<file path="config.mk">
export PLATFORM = sky130hd
export DESIGN_NAME = bch_sec_ded_conceal
export DESIGN_NICKNAME = d
export VERILOG_FILES = /design/src/rtl/bch_pkg.sv /design/src/rtl/bch_syndrome.sv /design/src/rtl/bch_correct.sv /design/src/rtl/conceal_unit.sv /design/src/rtl/bch_sec_ded_conceal.sv
export SDC_FILE = /design/constraint.sdc
export NUM_CORES = 1
export LEC_CHECK = 0
export ABC_AREA = 1
export BUFFER_PORTS_ARGS = -buffer_cell sky130_fd_sc_hd__clkbuf_2
export CORE_ASPECT_RATIO = 1.2
export CORE_MARGIN = 2
export CORE_UTILIZATION = 60
export DETAILED_ROUTE_END_ITERATION = 10
export PLACE_DENSITY = 0.81
export SLEW_MARGIN = 20
export SYNTH_ARGS = -nofsm -noshare
export SYNTH_HDL_FRONTEND = slang
export SYNTH_SLANG_ARGS = --single-unit
</file>
<file path="constraint.sdc">
create_clock -name clk -period 2.4 [get_ports clk]
set_clock_uncertainty 0.05 [all_clocks]
set_input_delay 0 -clock clk [delete_from_list [all_inputs] [get_ports clk]]
set_output_delay 0 -clock clk [all_outputs]
set_load 0.1 [all_outputs]
</file>
<file path="src/rtl/bch_pkg.sv">
// Package: field constants and the multiply-by-alpha step for GF(2^6)
// built on x^6+x+1. Assumes the code length 63, payload 56.
package bch_pkg;
    localparam int CODE_N = 63;
    localparam int DATA_K = 56;
    localparam int PAR_W  = CODE_N - DATA_K;
    localparam int SYN_W  = 6;
    // low part of the field polynomial: alpha^6 = alpha + 1
    localparam logic [SYN_W-1:0] FIELD_LOW = 6'b000011;

    // Multiply a field element by alpha.
    function automatic logic [SYN_W-1:0] gf_mul_alpha(input logic [SYN_W-1:0] v);
        logic [SYN_W-1:0] r;
        r = {v[SYN_W-2:0], 1'b0};
        if (v[SYN_W-1]) r = r ^ FIELD_LOW;
        return r;
    endfunction

    // Stage-one result: field check sum, overall parity, payload bits.
    typedef struct packed {
        logic [SYN_W-1:0]  syn;
        logic              par;
        logic [DATA_K-1:0] data;
    } syn_word_t;
endpackage

</file>
<file path="src/rtl/bch_syndrome.sv">
// Stage one: evaluates the received word at alpha (6-bit field check sum)
// and forms its overall parity. Registers the result with the payload.
// Assumes bit j of the word is the coefficient of x^j.
module bch_syndrome
    import bch_pkg::*;
(
    input  logic              clk,
    input  logic              rst_n,
    input  logic              in_valid,
    input  logic [CODE_N-1:0] in_code,
    output logic              s_valid,
    output syn_word_t         s_word
);
    logic [SYN_W-1:0] syn_c;
    logic [SYN_W-1:0] pw;
    logic             par_c;

    // Sum alpha^j over every set bit j of the received word.
    always_comb begin
        pw    = {{(SYN_W-1){1'b0}}, 1'b1};
        syn_c = '0;
        for (int j = 0; j < CODE_N; j++) begin
            if (in_code[j]) syn_c = syn_c ^ pw;
            pw = gf_mul_alpha(pw);
        end
        par_c = ^in_code;
    end

    // Capture the check results and payload for stage two.
    always_ff @(posedge clk) begin
        if (!rst_n) begin
            s_valid <= 1'b0;
            s_word  <= '0;
        end else begin
            s_valid <= in_valid;
            if (in_valid) begin
                s_word.syn  <= syn_c;
                s_word.par  <= par_c;
                s_word.data <= in_code[CODE_N-1:PAR_W];
            end
        end
    end
endmodule

</file>
<file path="src/rtl/bch_correct.sv">
// Stage two: turns the check sum into a one-hot error position, flips that
// bit when parity says a single error occurred, and classifies the word.
// Assumes stage one delivered sum and parity over all 63 bits.
module bch_correct
    import bch_pkg::*;
(
    input  logic              clk,
    input  logic              rst_n,
    input  logic              s_valid,
    input  syn_word_t         s_word,
    output logic              dec_valid,
    output logic [DATA_K-1:0] dec_data,
    output logic              dec_single,
    output logic              dec_double
);
    logic [CODE_N-1:0] err_mask;
    logic [SYN_W-1:0]  pw;
    logic              syn_nz;
    logic              fix_en;

    // Match the check sum against alpha^j for every position j.
    always_comb begin
        pw = {{(SYN_W-1){1'b0}}, 1'b1};
        for (int j = 0; j < CODE_N; j++) begin
            err_mask[j] = (s_word.syn == pw);
            pw = gf_mul_alpha(pw);
        end
        syn_nz = |s_word.syn;
        fix_en = syn_nz & s_word.par;
    end

    // Register the corrected payload and the error class.
    always_ff @(posedge clk) begin
        if (!rst_n) begin
            dec_valid  <= 1'b0;
            dec_data   <= '0;
            dec_single <= 1'b0;
            dec_double <= 1'b0;
        end else begin
            dec_valid <= s_valid;
            if (s_valid) begin
                dec_data   <= fix_en ? (s_word.data ^ err_mask[CODE_N-1:PAR_W])
                                     : s_word.data;
                dec_single <= s_word.par;
                dec_double <= syn_nz & ~s_word.par;
            end else begin
                dec_single <= 1'b0;
                dec_double <= 1'b0;
            end
        end
    end


    one_position_chk: assert property (@(posedge clk) disable iff (!rst_n)
        $onehot0(err_mask));


    flags_exclusive_chk: assert property (@(posedge clk) disable iff (!rst_n)
        dec_valid |-> !(dec_single && dec_double));
endmodule

</file>
<file path="src/rtl/conceal_unit.sv">
// Concealment: holds one decoded word until the next arrives, then emits it,
// substituting words flagged uncorrectable by either the last trustworthy
// word (hold) or the per-lane midpoint with the following word.
// Assumes LANE_W*NUM_LANES equals the payload width.
module conceal_unit #(
    parameter int LANE_W    = 14,
    parameter int NUM_LANES = 4,
    localparam int WORD_W   = LANE_W * NUM_LANES
) (
    input  logic              clk,
    input  logic              rst_n,
    input  logic              mode_interp,
    input  logic              dec_valid,
    input  logic [WORD_W-1:0] dec_data,
    input  logic              dec_bad,
    output logic              aud_valid,
    output logic [WORD_W-1:0] aud_data,
    output logic              aud_concealed
);
    logic              held_valid;
    logic [WORD_W-1:0] held_data;
    logic              held_bad;
    logic [WORD_W-1:0] last_good;
    logic [WORD_W-1:0] mid_word;
    logic [WORD_W-1:0] subst;
    logic [WORD_W-1:0] emit_word;

    // Per-lane floor midpoint of last trustworthy and incoming sample.
    for (genvar k = 0; k < NUM_LANES; k++) begin : g_lane
        logic [LANE_W-1:0]        a_s;
        logic [LANE_W-1:0]        b_s;
        logic signed [LANE_W-1:0] a_h;
        logic signed [LANE_W-1:0] b_h;
        // Halve each sample arithmetically and restore the common carry.
        always_comb begin
            a_s = last_good[k*LANE_W +: LANE_W];
            b_s = dec_data[k*LANE_W +: LANE_W];
            a_h = $signed(a_s) >>> 1;
            b_h = $signed(b_s) >>> 1;
            mid_word[k*LANE_W +: LANE_W] = a_h + b_h
                + {{(LANE_W-1){1'b0}}, a_s[0] & b_s[0]};
        end
    end

    // Choose the value emitted for the held word.
    always_comb begin
        subst     = (mode_interp && !dec_bad) ? mid_word : last_good;
        emit_word = held_bad ? subst : held_data;
    end

    // Advance the one-word delay line on each decoded word.
    always_ff @(posedge clk) begin
        if (!rst_n) begin
            held_valid    <= 1'b0;
            held_data     <= '0;
            held_bad      <= 1'b0;
            last_good     <= '0;
            aud_valid     <= 1'b0;
            aud_data      <= '0;
            aud_concealed <= 1'b0;
        end else begin
            aud_valid     <= 1'b0;
            aud_concealed <= 1'b0;
            if (dec_valid) begin
                aud_valid     <= held_valid;
                aud_data      <= emit_word;
                aud_concealed <= held_valid & held_bad;
                if (held_valid && !held_bad) last_good <= held_data;
                held_valid <= 1'b1;
                held_data  <= dec_data;
                held_bad   <= dec_bad;
            end
        end
    end


    emit_after_decode_chk: assert property (@(posedge clk) disable iff (!rst_n)
        aud_valid |-> $past(dec_valid));


    concealed_with_valid_chk: assert property (@(posedge clk) disable iff (!rst_n)
        aud_concealed |-> aud_valid);
endmodule

</file>
<file path="src/rtl/bch_sec_ded_conceal.sv">
// Top: two-stage single-correct double-detect decoder feeding a one-word
// concealment stage. Assumes words arrive no faster than one per cycle.
module bch_sec_ded_conceal
    import bch_pkg::*;
#(
    parameter int LANE_W    = 14,
    parameter int NUM_LANES = 4
) (
    input  logic              clk,
    input  logic              rst_n,
    input  logic              in_valid,
    input  logic [CODE_N-1:0] in_code,
    input  logic              conceal_mode,
    output logic              dec_valid,
    output logic [DATA_K-1:0] dec_data,
    output logic              dec_single,
    output logic              dec_double,
    output logic              dec_err,
    output logic              aud_valid,
    output logic [DATA_K-1:0] aud_data,
    output logic              aud_concealed
);
    logic      s_valid;
    syn_word_t s_word;

    bch_syndrome u_syn (
        .clk      (clk),
        .rst_n    (rst_n),
        .in_valid (in_valid),
        .in_code  (in_code),
        .s_valid  (s_valid),
        .s_word   (s_word)
    );

    bch_correct u_fix (
        .clk        (clk),
        .rst_n      (rst_n),
        .s_valid    (s_valid),
        .s_word     (s_word),
        .dec_valid  (dec_valid),
        .dec_data   (dec_data),
        .dec_single (dec_single),
        .dec_double (dec_double)
    );

    conceal_unit #(
        .LANE_W    (LANE_W),
        .NUM_LANES (NUM_LANES)
    ) u_hide (
        .clk           (clk),
        .rst_n         (rst_n),
        .mode_interp   (conceal_mode),
        .dec_valid     (dec_valid),
        .dec_data      (dec_data),
        .dec_bad       (dec_double),
        .aud_valid     (aud_valid),
        .aud_data      (aud_data),
        .aud_concealed (aud_concealed)
    );

    // Any error class raises the summary flag.
    always_comb dec_err = dec_single | dec_double;


    fixed_latency_chk: assert property (@(posedge clk) disable iff (!rst_n)
        in_valid |=> ##1 dec_valid);
endmodule

</file>
==> results.md <==
- Outcome: complete, no violations
- Hold path depth: 10
- Pins over their slew limit: 0
- Pwr Total: 13.7 mW
- Hold/Removal Path Class: in2reg
- PortBufs: 184
- Initial Utilization: 0.607
- Pleak: 10.1 nW
- IO Pins: 185
- Worst reg2reg endpoint: u_hide.aud_data[38]$_SDFFE_PN0P_
- Final std cells w/o fill: 3304
- Worst r2r path cells: 12
- DR vias: 18900
- # DRC: 0
- YS warnings: 0
- GRT overflow: 0
- Drt first pass iters: 6
- Dpl cells: 3180
- # setup viols final: 0
- DR top layer: met4
- Tmin final: 2.26 ns
- Setup bufs post-CTS: 0
- Arr. time, crit path: 2.65 ns
- Pwr Density: 664 nW/um^2
- Final core occ: 0.719
- WP data required: 2.79 ns
- Met3 wire length: 4230 um
- # rows: 68
- Largest net degree at the start of global routing: 114
- Syn Area/Cell: 6.47 sq um
- Period utilization: 0.941
- WL final: 59200 um
- Clk buf depth: 3
- Placer Congestion: 0.979
- Max cap viols: 0
- Number of global-route vias before repair: 17700
- Seq/Total Area, Yosys: 0.340
- Syn nets: 2805
- Pre-CTS WS: 0.139 ns
- Die ar.: 30300 sq um
- Clock sink count: 295
- Mapped Area: 17400 sq um
- Critical R2R Launch: u_fix.dec_data[29]$_SDFFE_PN0P_
- Ant diodes: 0
- Clock transition at path regs: 0.07 ns
- Hold violation total from the final report: 0
- Core Region: 28600 sq um
- Min-delay src: in_code[4]
- H-tree levels: 1
- CTS Root Cell: clkbuf_16
- Tot GR Track Use: 0.377
- First-pass GRT wire length: 91900 um
- Peak supply drop: 621 uV
- Max Freq: 0.443 GHz
- Setup Crit Path Kind: reg2reg
- Synth unique cells: 36
- DRT iter0 DRCs: 1731
- Post-DRT Antenna Nets: 0
- Hold path endpoint: u_syn.s_word[61]$_SDFFE_PN0P_
- Worst Max-Slew Pin Slew: 0.789 ns
- Worst-skew pair later-pin latency: 0.56 ns
- Total CTS buffers: 28
- Fill cells: 2440
- Layout cells sized above 1: 0.112
- CTS tree: built
- Synth-to-layout area growth: 18.5%
- Setup crit end kind: register
- Metal2 WL: 28700 um
- Crit-path max FO: 4
- Final HPWL DP: 43000 um
- Die width: 159 um
- Synth Register Bits: 295
- Vias/cell: 5.73
- Die H: 190 um
- Synth Instances: 2682
- R2R Setup Slk: 0.14 ns
- Routed met1 length: 22700 um
- Rel. slew slack: 0.474
- WL per Instance: 17.9 um
- Worst hold slack: 0.199 ns
- CP Launch Type: register
- Setup WS post-layout: 0.142 ns
- Initial antenna violation count: 0
- Final Net Count: 3020
==> per-layer routing <==
metal / GRT usage / vias to the layer above
met3: 0.0470 / 173
li1: - / 9158
met5: 0 / -
met2: 0.667 / 832
met1: 0.441 / 8773
met4: 0.216 / 0
==> critical path: stages (launching register included) <==
cell	delay, ns
dfxtp_4	0.35
inv_1	0.06
fa_1	0.48
inv_1	0.11
fa_1	0.23
nand3_1	0.09
nand2_2	0.12
nand2_1	0.08
nand2_1	0.11
a21oi_2	0.07
xnor2_1	0.12
o21ai_0	0.16
a21oi_1	0.09
==> registers in the layout (all words and copies together) (netlist names) <==
signal and flops:
u_fix.dec_data 56, u_fix.dec_double 1, u_fix.dec_single 1, u_fix.dec_valid 1, u_hide.aud_concealed 1, u_hide.aud_data 56, u_hide.aud_valid 1, u_hide.held_bad 1
u_hide.held_data 56, u_hide.held_valid 1, u_hide.last_good 56, u_syn.s_valid 1, u_syn.s_word 63
==> power by group <==
part / switching (mW) / leakage (nW) / internal, mW / total [mW]
sequential: 0.230 / 2.42 / 5.14 / 5.37
clock: 1.99 / 0.517 / 3.01 / 5.00
combinational: 2.41 / 7.19 / 0.880 / 3.29
==> cell usage in the layout, fill, tap and decap left out, drive strengths merged, types with 33 or more instances in the layout <==
cell type | synthesis | routed
nand3 | 110 | 110
ha | 48 | 48
inv | 219 | 218
o21ai | 283 | 283
buf | 27 | 58
dfxtp | 295 | 295
nor2 | 260 | 260
a21oi | 312 | 312
clkbuf | 100 | 218
o211ai | 33 | 33
xnor2 | 55 | 55
nand2 | 785 | 785
dlygate4sd3 | 0 | 72
xor2 | 77 | 77
==> worst max path at each step <==
stage                                         start                          endpoint  slack, ns  cells past startpoint
floorplan            u_fix.dec_data[1]$_SDFFE_PN0P_  u_hide.aud_data[10]$_SDFFE_PN0P_      -0.02                     12
global placement    u_fix.dec_data[29]$_SDFFE_PN0P_  u_hide.aud_data[38]$_SDFFE_PN0P_       0.25                     12
detailed placement  u_fix.dec_data[29]$_SDFFE_PN0P_  u_hide.aud_data[38]$_SDFFE_PN0P_       0.14                     12
CTS                  u_fix.dec_data[1]$_SDFFE_PN0P_   u_hide.aud_data[6]$_SDFFE_PN0P_       0.11                     12
global route        u_fix.dec_data[29]$_SDFFE_PN0P_  u_hide.aud_data[38]$_SDFFE_PN0P_     -0.007                     12
finish              u_fix.dec_data[29]$_SDFFE_PN0P_  u_hide.aud_data[38]$_SDFFE_PN0P_       0.14                     12
==> layout make-up <==
type                       instances  area, sq um  share of cell area
clock buffer                      36          802              0.0390
tap                              385          482              0.0234
inverter                         221          830              0.0403
multi-input combinational       2039        10100               0.493
clock inverter                    16          248              0.0120
timing repair buffer             312         2130               0.104
sequential                       295         5930               0.288
==> through the flow <==
step | setup TNS [ns] | cell area, sq um
after detailed placement | 0 | 18800
after floorplan | -0.0189 | 17400
after global placement | 0 | 18800
final | 0 | 20600
after CTS | 0 | 20600
after global routing | -0.00693 | 20600
==> logic make-up after synthesis <==
kind of cell,Yosys count,synth area share
fa+ha+maj,56,0.0438
xor+xnor,132,0.0670
simple gates,1189,0.271
buf+inv,348,0.0768
compound gates,662,0.201
flops,295,0.340
==> Yosys cell counts (all sizes together) <==
library cell | number | area, sq um
nand2 | 785 | 2960
a21oi | 312 | 1570
dfxtp | 295 | 5910
o21ai | 283 | 1420
nor2 | 260 | 978
inv | 219 | 822
nand3 | 110 | 551
clkbuf | 100 | 378
xor2 | 77 | 682
xnor2 | 55 | 482
ha | 48 | 601
o211ai | 33 | 248
buf | 27 | 125
nand4 | 18 | 113
a21o | 8 | 60.1
fa | 8 | 160
nor3 | 8 | 45.0
o221ai | 8 | 70.1
a21boi | 7 | 52.6
nand3b | 7 | 52.6
o21bai | 5 | 37.5
a31oi | 3 | 18.8
a31o | 2 | 17.5
clkinv | 2 | 7.51
o21a | 1 | 7.51
or2 | 1 | 6.26
==> repair_timing <==
action                                  4_1_cts  5_1_grt
resized for setup                             0        4
hold endpoints to repair                     77        0
endpoints found under the setup margin        0        5
hold buffers                                 72        0
(Power assumes the default switching activity.)
